File: src/rtl/div3_pkg.sv
package div3_pkg;

    typedef logic [1:0] rem_t;

    localparam rem_t REM0 = 2'd0;
    localparam rem_t REM1 = 2'd1;
    localparam rem_t REM2 = 2'd2;

    typedef struct packed {
        logic quo;
        rem_t rem;
    } step_t;

    typedef struct packed {
        logic legal;
        rem_t rem;
    } dec_t;

    // One serial division step: value = 2*r + x, which is {r, x}.
    function automatic step_t div3_step(input rem_t r, input logic x);
        logic [2:0] v;
        step_t      s;
        v = {r, x};
        if (v >= 3'd3) begin
            s.quo = 1'b1;
            s.rem = rem_t'(v - 3'd3);
        end else begin
            s.quo = 1'b0;
            s.rem = rem_t'(v);
        end
        return s;
    endfunction

    function automatic logic [2:0] enc_onehot(input rem_t r);
        case (r)
            REM1:    return 3'b010;
            REM2:    return 3'b100;
            default: return 3'b001;
        endcase
    endfunction

    function automatic dec_t dec_onehot(input logic [2:0] s);
        dec_t d;
        case (s)
            3'b001:  d = '{legal: 1'b1, rem: REM0};
            3'b010:  d = '{legal: 1'b1, rem: REM1};
            3'b100:  d = '{legal: 1'b1, rem: REM2};
            default: d = '{legal: 1'b0, rem: REM0};
        endcase
        return d;
    endfunction

    function automatic dec_t dec_binary(input logic [1:0] s);
        dec_t d;
        if (s == 2'b11) d = '{legal: 1'b0, rem: REM0};
        else            d = '{legal: 1'b1, rem: rem_t'(s)};
        return d;
    endfunction

endpackage

File: src/rtl/div3_step_logic.sv
module div3_step_logic
    import div3_pkg::*;
(
    input  dec_t  cur_i,
    input  logic  start_i,
    input  logic  bit_i,
    output step_t nxt_o
);
    rem_t base;

    always_comb begin
        base = start_i ? REM0 : cur_i.rem;
        if (!start_i && !cur_i.legal) begin
            // corrupted state: fall back to remainder 0, drop the bit
            nxt_o = '{quo: 1'b0, rem: REM0};
        end else begin
            nxt_o = div3_step(base, bit_i);
        end
    end
endmodule

File: src/rtl/div3_state_reg.sv
module div3_state_reg
    import div3_pkg::*;
#(
    parameter bit ONE_HOT = 1'b0
) (
    input  logic clk_i,
    input  logic rst_i,
    input  logic load_i,
    input  logic clr_i,
    input  rem_t nxt_rem_i,
    output dec_t cur_o
);
    localparam int SW = ONE_HOT ? 3 : 2;

    logic [SW-1:0] state_q;
    logic [SW-1:0] enc_nxt;
    logic [SW-1:0] enc_zero;

    generate
        if (ONE_HOT) begin : g_onehot
            assign enc_nxt  = enc_onehot(nxt_rem_i);
            assign enc_zero = enc_onehot(REM0);
            assign cur_o    = dec_onehot(state_q);
        end else begin : g_binary
            assign enc_nxt  = nxt_rem_i;
            assign enc_zero = REM0;
            assign cur_o    = dec_binary(state_q);
        end
    endgenerate

    always_ff @(posedge clk_i) begin
        if (rst_i)       state_q <= enc_zero;
        else if (load_i) state_q <= enc_nxt;
        else if (clr_i)  state_q <= enc_zero;
    end

    // every accepted bit leaves a legal code behind
    p_legal_after_load_r7: assert property (@(posedge clk_i) disable iff (rst_i)
        load_i |=> cur_o.legal);
endmodule

File: src/rtl/div3_bit_counter.sv
module div3_bit_counter #(
    parameter int OP_BITS = 3
) (
    input  logic clk_i,
    input  logic rst_i,
    input  logic start_i,
    input  logic vld_i,
    output logic done_o
);
    localparam int CW = $clog2(OP_BITS) + 1;
    localparam logic [CW-1:0] LAST = CW'(OP_BITS - 1);

    logic [CW-1:0] cnt_q;
    logic [CW-1:0] base;
    logic          done_q;

    assign base   = start_i ? '0 : cnt_q;
    assign done_o = done_q;

    always_ff @(posedge clk_i) begin
        if (rst_i) begin
            cnt_q  <= '0;
            done_q <= 1'b0;
        end else if (vld_i) begin
            if (base == LAST) begin
                cnt_q  <= '0;
                done_q <= 1'b1;
            end else begin
                cnt_q  <= base + 1'b1;
                done_q <= 1'b0;
            end
        end else begin
            if (start_i) cnt_q <= '0;
            done_q <= 1'b0;
        end
    end

    generate
        if (OP_BITS > 1) begin : g_pulse_chk
            // an operand of several bits cannot finish twice in a row
            p_done_single_r6: assert property (@(posedge clk_i) disable iff (rst_i)
                done_q |=> !done_q);
        end
    endgenerate

    // completion only ever follows an accepted bit
    p_done_after_bit_r6: assert property (@(posedge clk_i) disable iff (rst_i)
        !vld_i |=> !done_q);
endmodule

File: src/rtl/div3_serial.sv
module div3_serial
    import div3_pkg::*;
#(
    parameter int OP_BITS = 3,
    parameter bit ONE_HOT = 1'b0
) (
    input  logic       clk_i,
    input  logic       rst_i,
    input  logic       start_i,
    input  logic       bit_vld_i,
    input  logic       bit_i,
    output logic       quo_o,
    output logic [1:0] rem_o,
    output logic       done_o
);
    dec_t  cur;
    step_t nxt;
    logic  quo_q;

    div3_state_reg #(.ONE_HOT(ONE_HOT)) u_state (
        .clk_i     (clk_i),
        .rst_i     (rst_i),
        .load_i    (bit_vld_i),
        .clr_i     (start_i),
        .nxt_rem_i (nxt.rem),
        .cur_o     (cur)
    );

    div3_step_logic u_step (
        .cur_i   (cur),
        .start_i (start_i),
        .bit_i   (bit_i),
        .nxt_o   (nxt)
    );

    div3_bit_counter #(.OP_BITS(OP_BITS)) u_cnt (
        .clk_i   (clk_i),
        .rst_i   (rst_i),
        .start_i (start_i),
        .vld_i   (bit_vld_i),
        .done_o  (done_o)
    );

    always_ff @(posedge clk_i) begin
        if (rst_i)          quo_q <= 1'b0;
        else if (bit_vld_i) quo_q <= nxt.quo;
        else if (start_i)   quo_q <= 1'b0;
    end

    assign quo_o = quo_q;
    assign rem_o = cur.rem;

    // idle cycles change nothing
    p_hold_idle_r3: assert property (@(posedge clk_i) disable iff (rst_i)
        (!bit_vld_i && !start_i) |=> ($stable(rem_o) && $stable(quo_o)));

    // a bare start lands in remainder 0 with a cleared quotient bit
    p_start_clears_r5: assert property (@(posedge clk_i) disable iff (rst_i)
        (start_i && !bit_vld_i) |=> (rem_o == 2'd0 && !quo_o));

    // remainder 1 with input 1 wraps to 0
    p_step_wrap_r1: assert property (@(posedge clk_i) disable iff (rst_i)
        (bit_vld_i && !start_i && rem_o == 2'd1 && bit_i) |=> (rem_o == 2'd0));

    // remainder 2 with input 0 gives quotient 1, remainder 1
    p_quo_set_r2: assert property (@(posedge clk_i) disable iff (rst_i)
        (bit_vld_i && !start_i && rem_o == 2'd2 && !bit_i) |=> (quo_o && rem_o == 2'd1));

    // the unused code is never presented
    p_rem_range_r8: assert property (@(posedge clk_i) disable iff (rst_i)
        rem_o != 2'd3);
endmodule

File: config.mk
export PLATFORM = sky130hd
export DESIGN_NAME = div3_serial
export DESIGN_NICKNAME = d
export VERILOG_FILES = /design/src/rtl/div3_pkg.sv /design/src/rtl/div3_step_logic.sv /design/src/rtl/div3_state_reg.sv /design/src/rtl/div3_bit_counter.sv /design/src/rtl/div3_serial.sv
export SDC_FILE = /design/constraint.sdc
export NUM_CORES = 1
export LEC_CHECK = 0
export ABC_AREA = 1
export BUFFER_PORTS_ARGS = -buffer_cell sky130_fd_sc_hd__buf_4
export CAP_MARGIN = 20
export CORE_AREA = 2 2 39 41
export CTS_BUF_LIST = sky130_fd_sc_hd__clkbuf_8 sky130_fd_sc_hd__clkbuf_16
export DETAILED_ROUTE_END_ITERATION = 10
export DIE_AREA = 0 0 41 43
export GPL_TIMING_DRIVEN = 0
export PLACE_DENSITY = 0.59
export SYNTH_ARGS = -nofsm -noshare
export SYNTH_HDL_FRONTEND = slang
export SYNTH_SLANG_ARGS = --single-unit
export TNS_END_PERCENT = 1
File: constraint.sdc
create_clock -name clk_i -period 1.65 [get_ports clk_i]
set_clock_uncertainty 0.05 [all_clocks]
set_input_delay 0.33 -clock clk_i [delete_from_list [all_inputs] [get_ports clk_i]]
set_output_delay 0.33 -clock clk_i [all_outputs]
set_load 0.01 [all_outputs]
==> reports/metrics.yaml <==
status: "complete, no violations"
yosysWarnings: 0
cts_buffer_depth: 2
cts_resized: 0
r2r_slack_ns: 0.27
wire_per_inst_um: 8.61
p_per_area_nw_per_um2: 869
cp_data_required_time_ns: 1.76
antenna_found_initial: 0
cts.root.buffer_cell: "clkbuf_8"
p_seq_frac: 0.391
die_width_um: 41
remaining_drc_errors: 0
layout-drive-gt1-share: 0.342
die_area_um2: 1760
nNetsFinal: 80
drt_iter0_markers: 7
hold_path.class: "in2reg"
intPower_uw: 359
core_region_area_um2: 1380
clock-sinks: 7
grt_start_max_net_pins: 8
n_fill_cell: 153
min_period_ns: 1.38
cts_max_level: 1
post-dp-hpwl_um: 587
ioPinCount: 9
cts_buffers: 3
hold_viol: 0
port_buffers: 8
ir_worst_vdd_mv: 0.343
gp_congestion: 0.784
fmax_mhz: 725
syn_nets: 67
p_switching_uw: 107
cts_tree: "yes"
yosysSeqAreaShare: 0.341
wl_um: 766
fp-row-count: 14
yosysUniqueCellTypes: 16
combPwrFrac: 0.115
start_kind: "register"
antenna_left: 0
fin_tns_setup_ns: 0
netlist_area_um2: 410
arrival_ns: 1.49
worst_pin_slew_ns: 0.242
n_antenna_cell: 0
grt_first_pass_wirelength_mm: 1.20
dp_cells: 85
multi_input_area_um2: 225
finalCritPeriodShare: 0.837
setup_viol: 0
layout_common_cells: "17 x nand2_1, 8 x inv_1, 8 x buf_4, 7 x dfxtp_1, 5 x inv_2"
initial_core_util: 0.297
swShare: 0.229
grt_pass1_vias: 329
avgViaCountPerCell: 4.42
first_pass_iters: 5
via_count: 393
synth.avg_cell_area_um2: 6.73
grt_use_total: 0.111
cts_hold_buf: 0
worst-path-max-fanout: 5
overflow: 0
maxSlewViolCount: 0
p_leak_uw: 0.000263
regArea_um2: 140
die_h_um: 43
place_area_um2: 490
netlist_instances: 61
max-slew-margin-rel: 0.838
postCtsSetupBuffers: 0
rsz0062_at_grt: "false"
areaGrowthSynthToFinish_pct: 30.5
ys_ff_latch: 7
postLayoutCellArea_um2: 536
critPathKind: "reg2reg"
clock_latency_ns: 0.23
end_kind: "register"
finalNonFillerCells: 89
final_common_cell: "nand2_1"
cts.reportedPaths.clkPinSlew_ns: 0.04
maxCapViolations: 0
power.share.clock: 0.494
## path summary, 6_finish.rpt
path | from | to | cells after the start
max reg2reg | u_state.state_q[1]$_SDFFE_PP0P_ | u_state.state_q[1]$_SDFFE_PP0P_ | 11
max | u_state.state_q[1]$_SDFFE_PP0P_ | u_state.state_q[1]$_SDFFE_PP0P_ | 11
min reg2reg | quo_o$_SDFFE_PP0P_ | quo_o$_SDFFE_PP0P_ | 2
min | rst_i | u_state.state_q[0]$_SDFFE_PP0P_ | 2
## cell type report
class | count | share of cell area
clock buffer | 3 | 0.0771
sequential | 7 | 0.262
tap | 16 | 0.0374
clock inverter | 1 | 0.00701
multi-input combinational | 42 | 0.421
inverter | 12 | 0.0841
timing repair buffer | 8 | 0.112
## per-layer routing
metal	track usage	share of wire	up-vias
met4	0.100	0.023	0
met2	0.147	0.46	9
li1	-	-	220
met1	0.116	0.46	162
met5	0	0	-
met3	0.0628	0.054	2
## cell families (layout without fill, tap and decap cells)
family / Yosys count / in the layout / synth area share
compound gates: 9 / 9 / 0.143
fa+ha+maj: 1 / 1 / 0.0305
flops: 7 / 7 / 0.341
simple gates: 32 / 32 / 0.375
buf+inv: 12 / 24 / 0.110
## power by group through the flow
stage	clock (uW)	sequential [uW]	combinational, uW
detailed placement	0	185	54.1
global route	252	183	60.9
finish	230	182	53.6
CTS	239	182	54.2
floorplan	0	184	31.4
global placement	0	185	53.9
## metrics by stage
stage          total power [uW]  hold WS, ns   util  worst slack [ns]
2_1_floorplan               215        0.342      -             0.375
3_3_place_gp                239        0.424  0.354             0.198
3_5_place_dp                239        0.425  0.354             0.186
4_1_cts                     475        0.271  0.387             0.246
5_1_grt                     495        0.274  0.387             0.113
6_report                    466        0.274  0.387             0.270
## state kept, by name (all words and copies together), names as in the netlist
| name | cells |
|---|---|
| u_cnt.cnt_q | 3 |
| u_state.state_q | 2 |
| quo_o | 1 |
| u_cnt.done_o | 1 |
## synth_stat cells
cell / n / share of area
o21ai_0: 2 / 0.024
o21a_1: 1 / 0.018
dfxtp_1: 7 / 0.34
nor3_1: 1 / 0.012
inv_1: 7 / 0.064
nor2_2: 2 / 0.030
inv_2: 5 / 0.046
a21oi_1: 3 / 0.037
nand4_1: 1 / 0.015
ha_1: 1 / 0.030
nand2_1: 17 / 0.16
a21oi_2: 3 / 0.064
nand2_2: 1 / 0.015
nor2_1: 4 / 0.037
nand3_2: 3 / 0.073
nand3_1: 3 / 0.037
## worst max-delay path, cell delays in order, from the launching register on
cell     delay (ns)
dfxtp_1        0.43
inv_2          0.06
nand3_1        0.10
inv_1          0.05
ha_1           0.17
inv_1          0.09
nand2_2        0.06
inv_2          0.05
nand2_1        0.05
nand2_1        0.06
nand2_1        0.06
a21oi_2        0.10
Note: power is estimated with default switching activity, not from simulation.
